--- src/rtl/traffic_pkg.sv ---
package traffic_pkg;
  typedef enum logic [1:0] {
    MODE_UNIFORM = 2'd0,
    MODE_TORNADO = 2'd1,
    MODE_BITCOMP = 2'd2,
    MODE_SELF    = 2'd3
  } trafficMode_e;

  localparam logic [1:0] CLASS_READ  = 2'd0;
  localparam logic [1:0] CLASS_FETCH = 2'd1;
  localparam logic [1:0] CLASS_WRITE = 2'd2;

  // strobes from the control unit to the datapath
  typedef struct packed {
    logic loadPkt;   // capture a freshly built packet
    logic dropValid; // accepted packet leaves, nothing replaces it
  } ctrlStrobe_t;
endpackage

--- src/rtl/inj_ctrl.sv ---
module inj_ctrl
  import traffic_pkg::*;
#(
  parameter int PREC       = 2,
  parameter int RATE_W     = 8,
  parameter int CNT_W      = 16,
  parameter int CYC_W      = 20,
  parameter int WDOG_LIMIT = 500000,
  parameter logic [31:0] SEED = 32'hACE1_2468
) (
  input  logic             clk,
  input  logic             rstN,
  input  logic [RATE_W-1:0] rateThresh,
  input  logic             fixedCount,
  input  logic [CNT_W-1:0] maxPackets,
  input  logic [CYC_W-1:0] simCycles,
  input  logic             reqValid,
  input  logic             reqReady,
  input  logic             respValid,
  output ctrlStrobe_t      strobe,
  output logic [31:0]      rndWord,
  output logic [CNT_W-1:0] sentCount,
  output logic             done,
  output logic             deadlock
);
  localparam int RANGE = 10 ** PREC;
  localparam int WD_W  = $clog2(WDOG_LIMIT + 1);
  localparam logic [31:0] TAPS = 32'h8020_0003;

  logic [31:0]      lfsr;
  logic [31:0]      drawVal;
  logic [CYC_W-1:0] cycCnt;
  logic [WD_W-1:0]  noResp;
  logic canLoad, inject, budgetOk, gen;

  assign canLoad  = !reqValid || reqReady;
  assign drawVal  = {16'b0, lfsr[15:0]} % 32'(RANGE);
  assign inject   = drawVal < 32'(rateThresh);
  assign budgetOk = !fixedCount || (sentCount < maxPackets);
  assign gen      = canLoad && !done && budgetOk && inject;
  assign rndWord  = lfsr;

  assign strobe.loadPkt   = gen;
  assign strobe.dropValid = reqValid && reqReady && !gen;

  // one LFSR step per decision cycle; frozen while a packet stalls
  always_ff @(posedge clk) begin
    if (!rstN) lfsr <= SEED;
    else if (canLoad)
      lfsr <= {1'b0, lfsr[31:1]} ^ (lfsr[0] ? TAPS : 32'h0);
  end

  always_ff @(posedge clk) begin
    if (!rstN) sentCount <= '0;
    else if (gen) sentCount <= sentCount + 1'b1;
  end

  always_ff @(posedge clk) begin
    if (!rstN) begin
      cycCnt <= '0;
      done   <= 1'b0;
    end else if (!done) begin
      cycCnt <= cycCnt + 1'b1;
      if ((cycCnt + 1'b1) >= simCycles) done <= 1'b1;
    end
  end

  always_ff @(posedge clk) begin
    if (!rstN) begin
      noResp   <= '0;
      deadlock <= 1'b0;
    end else if (respValid) begin
      noResp <= '0;
    end else begin
      if (noResp != WD_W'(WDOG_LIMIT)) noResp <= noResp + 1'b1;
      if ((32'(noResp) + 32'd1) >= 32'(WDOG_LIMIT)) deadlock <= 1'b1;
    end
  end

  AST_STALL_NO_COUNT: assert property (@(posedge clk) disable iff (!rstN)
    (reqValid && !reqReady) |=> $stable(sentCount));
  AST_BUDGET_CAP: assert property (@(posedge clk) disable iff (!rstN)
    fixedCount |-> (sentCount <= maxPackets));
  AST_DEADLOCK_STICKY: assert property (@(posedge clk) disable iff (!rstN)
    deadlock |=> deadlock);
  AST_DONE_STICKY: assert property (@(posedge clk) disable iff (!rstN)
    done |=> done);
  AST_DONE_FREEZE: assert property (@(posedge clk) disable iff (!rstN)
    done |=> $stable(sentCount));
endmodule

--- src/rtl/inj_datapath.sv ---
module inj_datapath
  import traffic_pkg::*;
#(
  parameter int K         = 4,
  parameter int NODE_BITS = 4,
  parameter int BLOCK_OFS = 6,
  parameter int ADDR_W    = 32
) (
  input  logic                 clk,
  input  logic                 rstN,
  input  ctrlStrobe_t          strobe,
  input  logic [31:0]          rndWord,
  input  logic [NODE_BITS-1:0] nodeId,
  input  logic [1:0]           trafficMode,
  input  logic                 reqReady,
  output logic                 reqValid,
  output logic [ADDR_W-1:0]    reqAddr,
  output logic [1:0]           reqClass,
  output logic                 reqIfetch,
  output logic                 reqWrite
);
  localparam int NODES = K * K;

  logic [31:0] xPos, yPos, destX, destY, destIdx, classDraw;
  logic [1:0]  nextClass;

  // coordinate split: slicing when k is a power of two, divide otherwise
  generate
    if ((K & (K - 1)) == 0) begin : g_pow2
      localparam int XB = (K > 1) ? $clog2(K) : 1;
      assign xPos = 32'(nodeId) & 32'(K - 1);
      assign yPos = 32'(nodeId) >> XB;
    end else begin : g_general
      assign xPos = 32'(nodeId) % 32'(K);
      assign yPos = 32'(nodeId) / 32'(K);
    end
  endgenerate

  always_comb begin
    destX = xPos;
    destY = yPos;
    destIdx = 32'(nodeId);
    case (trafficMode_e'(trafficMode))
      MODE_UNIFORM: destIdx = {16'b0, rndWord[31:16]} % 32'(NODES);
      MODE_TORNADO: begin
        destX   = (xPos + 32'(K / 2) + 32'(K) - 32'd1) % 32'(K);
        destIdx = destY * 32'(K) + destX;
      end
      MODE_BITCOMP: begin
        destX   = 32'(K) - 32'd1 - xPos;
        destY   = 32'(K) - 32'd1 - yPos;
        destIdx = destY * 32'(K) + destX;
      end
      default: destIdx = 32'(nodeId);
    endcase
  end

  assign classDraw = {16'b0, rndWord[23:8]} % 32'd3;
  assign nextClass = classDraw[1:0];

  always_ff @(posedge clk) begin
    if (!rstN) begin
      reqValid  <= 1'b0;
      reqAddr   <= '0;
      reqClass  <= CLASS_READ;
      reqIfetch <= 1'b0;
      reqWrite  <= 1'b0;
    end else if (strobe.loadPkt) begin
      reqValid  <= 1'b1;
      reqAddr   <= ADDR_W'(destIdx) << BLOCK_OFS;
      reqClass  <= nextClass;
      reqIfetch <= (nextClass == CLASS_FETCH);
      reqWrite  <= (nextClass == CLASS_WRITE);
    end else if (strobe.dropValid) begin
      reqValid <= 1'b0;
    end
  end

  AST_HOLD_STABLE: assert property (@(posedge clk) disable iff (!rstN)
    (reqValid && !reqReady) |=> (reqValid && $stable(reqAddr) && $stable(reqClass)));
  AST_CLASS_RANGE: assert property (@(posedge clk) disable iff (!rstN)
    reqValid |-> (reqClass != 2'd3));
  AST_FLAGS_EXCL: assert property (@(posedge clk) disable iff (!rstN)
    $countones({reqIfetch, reqWrite}) <= 1);
  AST_DEST_BOUND: assert property (@(posedge clk) disable iff (!rstN)
    reqValid |-> ((reqAddr >> BLOCK_OFS) < ADDR_W'(NODES)));
endmodule

--- src/rtl/mesh_traffic_injector.sv ---
module mesh_traffic_injector
  import traffic_pkg::*;
#(
  parameter int K          = 4,
  parameter int BLOCK_OFS  = 6,
  parameter int ADDR_W     = 32,
  parameter int PREC       = 2,
  parameter int RATE_W     = 8,
  parameter int CNT_W      = 16,
  parameter int CYC_W      = 20,
  parameter int WDOG_LIMIT = 500000,
  parameter int NODE_BITS  = (K * K > 1) ? $clog2(K * K) : 1
) (
  input  logic                 clk,
  input  logic                 rstN,
  input  logic [NODE_BITS-1:0] nodeId,
  input  logic [1:0]           trafficMode,
  input  logic [RATE_W-1:0]    rateThresh,
  input  logic                 fixedCount,
  input  logic [CNT_W-1:0]     maxPackets,
  input  logic [CYC_W-1:0]     simCycles,
  output logic                 reqValid,
  input  logic                 reqReady,
  output logic [ADDR_W-1:0]    reqAddr,
  output logic [1:0]           reqClass,
  output logic                 reqIfetch,
  output logic                 reqWrite,
  input  logic                 respValid,
  output logic [CNT_W-1:0]     sentCount,
  output logic                 done,
  output logic                 deadlock
);
  ctrlStrobe_t strobe;
  logic [31:0] rndWord;

  inj_ctrl #(
    .PREC(PREC), .RATE_W(RATE_W), .CNT_W(CNT_W), .CYC_W(CYC_W),
    .WDOG_LIMIT(WDOG_LIMIT)
  ) u_ctrl (
    .clk(clk), .rstN(rstN), .rateThresh(rateThresh), .fixedCount(fixedCount),
    .maxPackets(maxPackets), .simCycles(simCycles), .reqValid(reqValid),
    .reqReady(reqReady), .respValid(respValid), .strobe(strobe),
    .rndWord(rndWord), .sentCount(sentCount), .done(done), .deadlock(deadlock)
  );

  inj_datapath #(
    .K(K), .NODE_BITS(NODE_BITS), .BLOCK_OFS(BLOCK_OFS), .ADDR_W(ADDR_W)
  ) u_dp (
    .clk(clk), .rstN(rstN), .strobe(strobe), .rndWord(rndWord),
    .nodeId(nodeId), .trafficMode(trafficMode), .reqReady(reqReady),
    .reqValid(reqValid), .reqAddr(reqAddr), .reqClass(reqClass),
    .reqIfetch(reqIfetch), .reqWrite(reqWrite)
  );
endmodule

--- config.mk ---
export PLATFORM = sky130hd
export DESIGN_NAME = mesh_traffic_injector
export DESIGN_NICKNAME = d
export VERILOG_FILES = /design/src/rtl/traffic_pkg.sv /design/src/rtl/inj_ctrl.sv /design/src/rtl/inj_datapath.sv /design/src/rtl/mesh_traffic_injector.sv
export SDC_FILE = /design/constraint.sdc
export NUM_CORES = 1
export LEC_CHECK = 0
export ABC_AREA = 1
export CAP_MARGIN = 40
export CORE_MARGIN = 8
export CORE_UTILIZATION = 35
export CTS_BUF_LIST = sky130_fd_sc_hd__clkbuf_2
export DETAILED_ROUTE_END_ITERATION = 8
export SETUP_SLACK_MARGIN = 0.4
export SYNTH_ARGS = -nofsm -noshare
export SYNTH_HDL_FRONTEND = slang
export SYNTH_SLANG_ARGS = --single-unit
--- constraint.sdc ---
create_clock -name clk -period 11.5 [get_ports clk]
set_input_delay 2.875 -clock clk [delete_from_list [all_inputs] [get_ports clk]]
set_output_delay 2.875 -clock clk [all_outputs]
set_load 0.01 [all_outputs]
After elaboration in Yosys (flattened, before gate mapping)

Index checks and enable logic that the tools add are counted.
W data, S select, Z words.

Add/subtract/negate cells: 11
Divide/modulo/power cells: 2
Magnitude comparators: 4
Equal/unequal tests: 5
Muxes and demuxes: 6
Bitwise logic cells: 3
Reduce and logical (&&, ||, !) cells: 15

Operators with widths:

| cell                    | number |
|---|---|
| $pmux W26 S3            | 1 |
| $ge A32 B19 Y1 const B  | 1 |
| $lt A32 B8 Y1           | 1 |
| $mod A16 B2 Y32 const B | 1 |
| $mod A16 B7 Y32 const B | 1 |
| $mux W32                | 1 |
| $xor A31 B32 Y32        | 1 |
| $add A26 B26 Y26        | 1 |
| $add A19 B1 Y20 const B | 1 |
| $add A20 B1 Y20 const B | 1 |
| $ge A20 B20 Y1          | 1 |
| $add A19 B1 Y19 const B | 1 |
| $ne A19 B19 Y1 const B  | 1 |
| $add A16 B1 Y16 const B | 1 |
| $lt A16 B16 Y1          | 1 |
| $sub A2 B2 Y3 const A   | 2 |
| $add A4 B2 Y5           | 1 |
| $logic_and A1 B1 Y1     | 5 |
| $eq A2 B1 Y1 const B    | 2 |
| $eq A2 B2 Y1 const B    | 2 |
| $logic_not A1 Y1        | 4 |
| $mux W1                 | 4 |
| $add A2 B1 Y2 const B   | 1 |
| $add A2 B2 Y2 const B   | 1 |
| 7 further kinds         | 9 |

Bits in registers: 120
Input port bits: 55
Output and inout bits: 55
Word-level logic and storage cells: 57

Logic depth before layout (Yosys ltp)

Gate-level depths: netlist of the first run.

Depth after elaboration: 9
Depth in mapped cells: 81
Mapped depth without buffers: 80

Cells and area by module

Synthesis of the first run repeated with hierarchy kept, for this count alone.

Cell total of the unflattened synthesis: 1,670
Area total of the unflattened synthesis: 10,555.1 um2

Modules (own cells, without submodules):

| module       | times used | cells an instance | area each (um2) | sequential area each (um2) |
|---|---|---|---|---|
| inj_ctrl     | 1          | 1,010             | 6,900.4         | 1,781.7 |
| inj_datapath | 1          | 660               | 3,654.8         | 180.2 |

Least setup slack after synthesis of the first run

No wires, ideal clock.

Path type: register to register
Start point: register u_ctrl.lfsr[12] (netlist: u_ctrl.rndWord[12])
End point: register u_ctrl.sentCount[14]
Library setup time: 0.095 ns
Data arrival time: 8.251 ns
Data required time: 11.405 ns
Path slack: 3.154 ns
Cell stages (with the launch flop): 74
Path buffers: 1
Clock period less this slack: 8.346 ns
Cell sequence: dfxtp_1 buf_4 inv_2 nand2_2 nor2_2 nor2_1 ha_1 nor2_2 inv_4 nand3_2 nand2_2 o21bai_1 inv_1 a21oi_2 nor2_2 nand2_2 nand4_4 xor2_4 [38 not listed] nand2_2 nand2_1 nand2_1 inv_1 ha_1 a21oi_1 o21ai_0 nor3_1 nand3_1 nor3_1 inv_1 nor2_1 inv_1 nor2_1 nand3_1 inv_1 nand3_1 a221oi_1

Longest elaborated chain between the ends: 3

RTL lines:

| element                  | RTL line       | text |
|---|---|---|
| start: declaration       | inj_ctrl.sv:30 | `logic [31:0] lfsr;` |
| start signal: assignment | inj_ctrl.sv:50 | `lfsr <= {1'b0, lfsr[31:1]} ^ (lfsr[0] ? TAPS : 32'h0);` |
| $mod A16 B7 Y32          | inj_ctrl.sv:37 | `assign drawVal = {16'b0, lfsr[15:0]} % 32'(RANGE);` |
| $lt A32 B8 Y1            | inj_ctrl.sv:38 | `assign inject = drawVal < 32'(rateThresh);` |
| $logic_and A1 B1 Y1      | inj_ctrl.sv:40 | `assign gen = canLoad && !done && budgetOk && inject;` |
| end signal: assignment   | inj_ctrl.sv:55 | `else if (gen) sentCount <= sentCount + 1'b1;` |
| end: declaration         | inj_ctrl.sv:22 | `output logic [CNT_W-1:0] sentCount,` |

Every way passes these cells.
A chain may end at the register's enable or synchronous reset.

Worst setup path in the final report of the first run

Start point: register u_ctrl.lfsr[12] (netlist: u_ctrl.rndWord[12])
End point: register u_ctrl.sentCount[13]

The elaborated chain is that of the path after synthesis.

==> results.sh, run 1 <==
export IMPL_synth_cell_types=63
export IMPL_drv_cap=0
export IMPL_timing_rr_end="u_ctrl.sentCount[13]"
export IMPL_max_stage_delay_ns=0.46
export IMPL_drc=0
export IMPL_cts_buffers=9
export IMPL_diodes=0
export IMPL_tritoncts="yes"
export IMPL_synth_area_mm2=0.00890
export IMPL_start_util_pct=35.5
export IMPL_grt_pass1_vias=7959
export IMPL_dp_hpwl_mm=16.1
export IMPL_grt_antenna_before_repair=0
export IMPL_drt_vias_per_instance=4.71
export IMPL_grt_overflow=0
export IMPL_fin_crit_ns=9.52
export IMPL_wl_mm=20.5
export IMPL_nFillCells=2670
export IMPL_fin_crit_sh_pct=82.8
export IMPL_cpMostUsedCell="nand2_2"
export IMPL_timing_rr_start="u_ctrl.rndWord[12]"
export IMPL_synth_common_cells="nand2_1 (273), inv_1 (215), nor2_1 (111), dfxtp_1 (98), nand3_1 (96)"
export IMPL_root_buffer="clkbuf_2"
export IMPL_clockBufferDepth=2
export IMPL_synth_edf_count=0
export IMPL_placement_io_buffers=81
export IMPL_fin_skew_ns=0.0195
export IMPL_worstHoldStart="u_dp.reqClass[0]"
export IMPL_report_final_hold_viol_count=0
export IMPL_rsz0062_at_grt="no"
export IMPL_routabilityCongestion=0.823
export IMPL_final_nets=1543
export IMPL_hp_class="reg -> reg"
export IMPL_min_to="u_dp.reqClass[0]"
export IMPL_start_kind="flop"
export IMPL_crit_path_end_kind="flop"
export IMPL_detail_route_antenna_nets=0
export IMPL_grt_pass1_wl_mm=35.9
export IMPL_holdPathStages=2
export IMPL_dieHeight_um=175
export IMPL_first_iter_violations=324
export IMPL_yosysWarnings=0
export IMPL_syn_inst=1369
export IMPL_yosys_top_cells_area="dfxtp_1 (22%), nand2_1 (12%), inv_1 (9.1%), ha_1 (7.2%), nand3_1 (5.4%)"
export IMPL_path_max_fanout=16
export IMPL_first_pass_iters=5
export IMPL_synth_area_per_cell_um2=6.50
export IMPL_slowest_stage="dfxtp_1"
export IMPL_clock_latency_ns=0.57
export IMPL_seq_area_frac_synth_pct=22.1
export IMPL_syn_to_final_growth_pct=12.8
export IMPL_clkSinkCount=98
export IMPL_hold_ws_ns=0.491
export IMPL_synth_most_common_cell="nand2_1"
export IMPL_area_sequential_mm2=0.00196
export IMPL_core_area_mm2=0.0250
export IMPL_ys_ff_latch=98
export IMPL_die_w_um=175
export IMPL_critPathRequiredTime_ns=11.99
export IMPL_relSlewSlack_pct=53.4
export IMPL_fin_setup_tns_ns=0
export IMPL_multi_input_area_mm2=0.00582
export IMPL_layout_drive_gt1_share_pct=10.6
export IMPL_finalMaxSlewViolations=0
export IMPL_wire_per_inst_um=11.6
export IMPL_htreeDepth=3
export IMPL_synth_top_area_share_pct=22.1
export IMPL_r2r_slack_ns=1.98
export IMPL_vias=8345
export IMPL_grtUsageTotal_pct=13.4
export IMPL_setup_violations_final=0
export IMPL_cts_hold_buf=0
export IMPL_dieArea_mm2=0.0308
export IMPL_max_freq_ghz=0.105
export IMPL_async_flop_share_pct=0
export IMPL_grt_start_max_net_pins=55
export IMPL_cts_reportedPaths_clkPinSlew_ns=0.25
export IMPL_crit_type="reg -> reg"
export IMPL_io_pins=110
export IMPL_ff2ff_path_depth=71
export IMPL_cp_arrival_ns=10.01
export IMPL_worst_pin_slew_ns=0.698
export IMPL_status="completed"
export IMPL_synth_ff_type="dfxtp_1"
export IMPL_std_cell_rows=58
export IMPL_synth_area_leader_cell="dfxtp_1"
## cell type report
cell class / count / share of cell area (%)
repair buffers: 86 / 8.48
clock inverters: 5 / 0.312
clock buffers: 10 / 0.499
flip-flops and latches: 98 / 19.6
well taps: 330 / 4.12
inverters: 238 / 8.97
multi-input cells: 1004 / 58.1
## registers in the layout, indices dropped and copies added (netlist names), 2 cells and up
| signal | flops |
|---|---|
| u_ctrl.noResp | 19 |
| u_ctrl.cycCnt | 20 |
| u_dp.reqClass | 2 |
| u_ctrl.rndWord | 32 |
| u_dp.reqAddr | 4 |
| u_ctrl.sentCount | 16 |
## what timing repair did
action                                  CTS  global route
resized for setup                         0             2
endpoints found under the setup margin    0             3
buffers inserted                          0             0
## layer usage
metal	vias up	GRT usage (%)	routed length, um
met2	87	23.4	9510
met1	3706	16.9	10000
li1	4537	-	-
met3	15	2.17	707
met5	-	0	0
met4	0	3.29	213
## cell usage in the layout (no fill, tap or decap), drive strengths merged, types with 7 or more instances in the layout
master | synthesis | layout
nand4 | 40 | 40
a21oi | 84 | 84
conb | 1 | 28
o211ai | 16 | 16
nand3 | 117 | 117
ha | 51 | 51
xor2 | 46 | 46
clkdlybuf4s50 | 0 | 80
clkinv | 3 | 7
nand2 | 307 | 307
clkbuf | 20 | 10
nor2 | 137 | 137
nor3 | 26 | 26
dfxtp | 98 | 98
xnor2 | 14 | 14
o21ai | 84 | 84
inv | 235 | 235
## how the worst max path moves through the flow
stage	startpoint	end	slack [ns]	cells after the start
final	u_ctrl.rndWord[12]	u_ctrl.sentCount[13]	1.98	71
after global routing	u_ctrl.rndWord[12]	u_ctrl.sentCount[15]	0.54	72
after CTS	u_ctrl.rndWord[12]	u_ctrl.sentCount[13]	1.58	71
after detailed placement	u_ctrl.rndWord[12]	u_ctrl.sentCount[13]	1.63	71
after global placement	u_ctrl.rndWord[12]	u_ctrl.sentCount[13]	1.95	71
after floorplan	u_ctrl.rndWord[12]	u_ctrl.sentCount[14]	3.15	73
## kinds of logic after synthesis
kind of cell | count (synthesis) | share of synthesized area [%]
AO/OA/AOI/OAI | 220 | 14.8
XOR/XNOR | 60 | 6.20
adder cells (fa/ha/maj) | 51 | 7.17
buffers and inverters | 294 | 13.8
flip-flops | 98 | 22.1
other | 1 | 0.0422
AND/OR/NAND/NOR | 645 | 36.0
## stage by stage
step	cells	util [%]	setup WS (ns)	area, um2
floorplan	1396	-	3.15	9000
global route	1771	40.1	0.544	10000
detailed placement	1756	39.7	1.63	9940
CTS	1771	40.0	1.58	10000
finish	1771	40.1	1.98	10000
global placement	1755	39.6	1.95	9930
## worst max-delay path: cells and delay by family, from the launching register on
kind / cells / cell delay, ns
fa+ha+maj: 2 / 0.48
compound gates: 12 / 1.72
buf+inv: 11 / 1.19
flops: 1 / 0.46
xor+xnor: 1 / 0.24
simple gates: 45 / 5.31
Power of run 1 is left out: the tool's default activity adds up to more than one toggle a clock period on the data nets, which glitch-free logic cannot reach.
==> run 2: changes to the inputs <==
clock period = 9 ns   (was 11.5 ns; I/O delays follow)
==> run 2 against run 1 <==
Effect of this change: core utilization is 5.2 points higher; highest routed layer unchanged; worst hold slack lost 0.00096 ns; clock skew is 0.016 ns higher; first-iteration DRC count grew 61%; critical path type unchanged; flip-flop and latch count did not move; global-route usage rose by 0.39 points; sequential share of layout area shrank 2.1 points; final cell count grew 4.4%.
==> results.sh, run 2 (same netlist as run 1, synthesis figures left out) <==
export IMPL_worst_pin_slew_ns=0.646
export IMPL_cts_hold_buf=0
export IMPL_grt_overflow=0
export IMPL_io_pins=110
export IMPL_fin_crit_sh_pct=96.5
export IMPL_clockBufferDepth=2
export IMPL_critPathRequiredTime_ns=9.55
export IMPL_cts_buffers=9
export IMPL_syn_to_final_growth_pct=27.3
export IMPL_dieArea_mm2=0.0308
export IMPL_clock_latency_ns=0.63
export IMPL_max_stage_delay_ns=0.41
export IMPL_fin_skew_ns=0.0358
export IMPL_holdPathStages=2
export IMPL_die_w_um=175
export IMPL_finalMaxSlewViolations=0
export IMPL_placement_io_buffers=81
export IMPL_status="completed"
export IMPL_first_iter_violations=523
export IMPL_fin_crit_ns=8.69
export IMPL_clkSinkCount=98
export IMPL_drv_cap=0
export IMPL_crit_family="simple AND/OR/NAND/NOR gates"
export IMPL_wl_mm=22.8
export IMPL_slowest_stage="dfxtp_2"
export IMPL_path_max_fanout=8
export IMPL_crit_type="reg -> reg"
export IMPL_final_nets=1620
export IMPL_dieHeight_um=175
export IMPL_relSlewSlack_pct=55.8
export IMPL_root_buffer="clkbuf_2"
export IMPL_path_buf_inv=12
export IMPL_first_pass_iters=4
export IMPL_grt_start_max_net_pins=55
export IMPL_max_freq_ghz=0.115
export IMPL_crit_path_end_kind="flop"
export IMPL_cts_reportedPaths_clkPinSlew_ns=0.31
export IMPL_vias=8806
export IMPL_start_util_pct=35.5
export IMPL_dp_hpwl_mm=16.5
export IMPL_setup_ws_ns=0.312
export IMPL_detail_route_antenna_nets=0
export IMPL_largest_reg_flops=32
export IMPL_diodes=0
export IMPL_drc=0
export IMPL_cp_arrival_ns=9.24
export IMPL_routabilityCongestion=0.821
export IMPL_rsz0062_at_grt="yes"
export IMPL_layout_commonest_cell="nand2_1"
export IMPL_core_area_mm2=0.0250
export IMPL_start_kind="flop"
export IMPL_dpl_worst_slack_ns=-0.0901
export IMPL_drt_vias_per_instance=4.76
export IMPL_htreeDepth=3
export IMPL_final_cell_mix="nand2_1 (244), inv_1 (208), nor2_1 (96), dfxtp_1 (92), nand3_1 (85)"
export IMPL_ff2ff_path_depth=70
export IMPL_tritoncts="yes"
export IMPL_std_cell_rows=58
export IMPL_grtUsageTotal_pct=13.8
export IMPL_worst_path_stages=70
export IMPL_grt_pass1_wl_mm=36.9
export IMPL_r2r_slack_ns=0.31
export IMPL_report_final_hold_viol_count=0
export IMPL_wire_per_inst_um=12.3
export IMPL_hp_class="reg -> reg"
export IMPL_grt_pass1_vias=8172
export IMPL_cpMostUsedCell="nand2_4"
export IMPL_layout_drive_gt1_share_pct=21.6
export IMPL_grt_antenna_before_repair=0
export IMPL_setup_violations_final=0
run 2: cell types whose count changed in the layout (fill, tap and decap cells not counted), sizes merged:
| cell | before | now |
|---|---|---|
| clkinvlp | 1 | 3 |
| buf | 6 | 82 |
| inv | 235 | 238 |
| bufinv | 0 | 1 |
| nand3 | 117 | 118 |
| clkinv | 7 | 3 |
| clkbuf | 10 | 9 |
run 2: timing repair:
| item | CTS | global route |
|---|---|---|
| gates cloned | 0 | 1 |
| buffers inserted | 32 | 32 |
| setup endpoints to repair | 13 | 25 |
| pin swaps | 32 | 59 |
| resized for setup | 50 | 111 |
run 2: final cells by class:
| cell class | instances | area (um2) |
|---|---|---|
| Clock buffer | 9 | 45.0 |
| Clock inverter | 7 | 86.3 |
| Fill cell | 2518 | 13700 |
| Inverter | 238 | 903 |
| Multi-Input combinational cell | 1005 | 6440 |
| Sequential cell | 98 | 1980 |
| Tap cell | 330 | 413 |
| Timing Repair Buffer | 162 | 1450 |
run 2: worst paths after layout:
kind | from | end
worst max register to register | u_ctrl.rndWord[13] | u_ctrl.sentCount[14]
worst min-delay path | u_ctrl.rndWord[30] | u_ctrl.rndWord[29]
worst max-delay path | u_ctrl.rndWord[13] | u_ctrl.sentCount[14]
worst min register to register | u_ctrl.rndWord[30] | u_ctrl.rndWord[29]
run 2: metrics by stage:
stage / utilization (%) / hold slack (ns) / instance area [um2] / instances / setup TNS (ns)
final: 45.2 / 0.490 / 11300 / 1849 / 0
after global routing: 45.2 / 0.502 / 11300 / 1849 / -2.40
after CTS: 42.2 / 0.491 / 10600 / 1816 / 0
after detailed placement: 40.1 / 0.450 / 10000 / 1768 / -0.263
after global placement: 40.0 / 0.448 / 10000 / 1767 / 0
after floorplan: - / 0.429 / 9000 / 1396 / 0
run 2: routing by layer:
layer	GRT usage, %	routed length [um]	up-vias
li1	-	-	4681
met1	17.7	10700	3998
met4	2.54	147	0
met3	2.81	844	15
met2	23.6	11100	112
met5	0	0	-
run 2: worst reg2reg max path, delay by kind of cell (launching register included):
kind            cells  cell delay [ns]
simple gates       47             5.10
compound gates      8             1.29
buf+inv            12             1.09
fa+ha+maj           2             0.52
flops               1             0.41
xor+xnor            1             0.20
Power of run 2 is left out for the same reason.
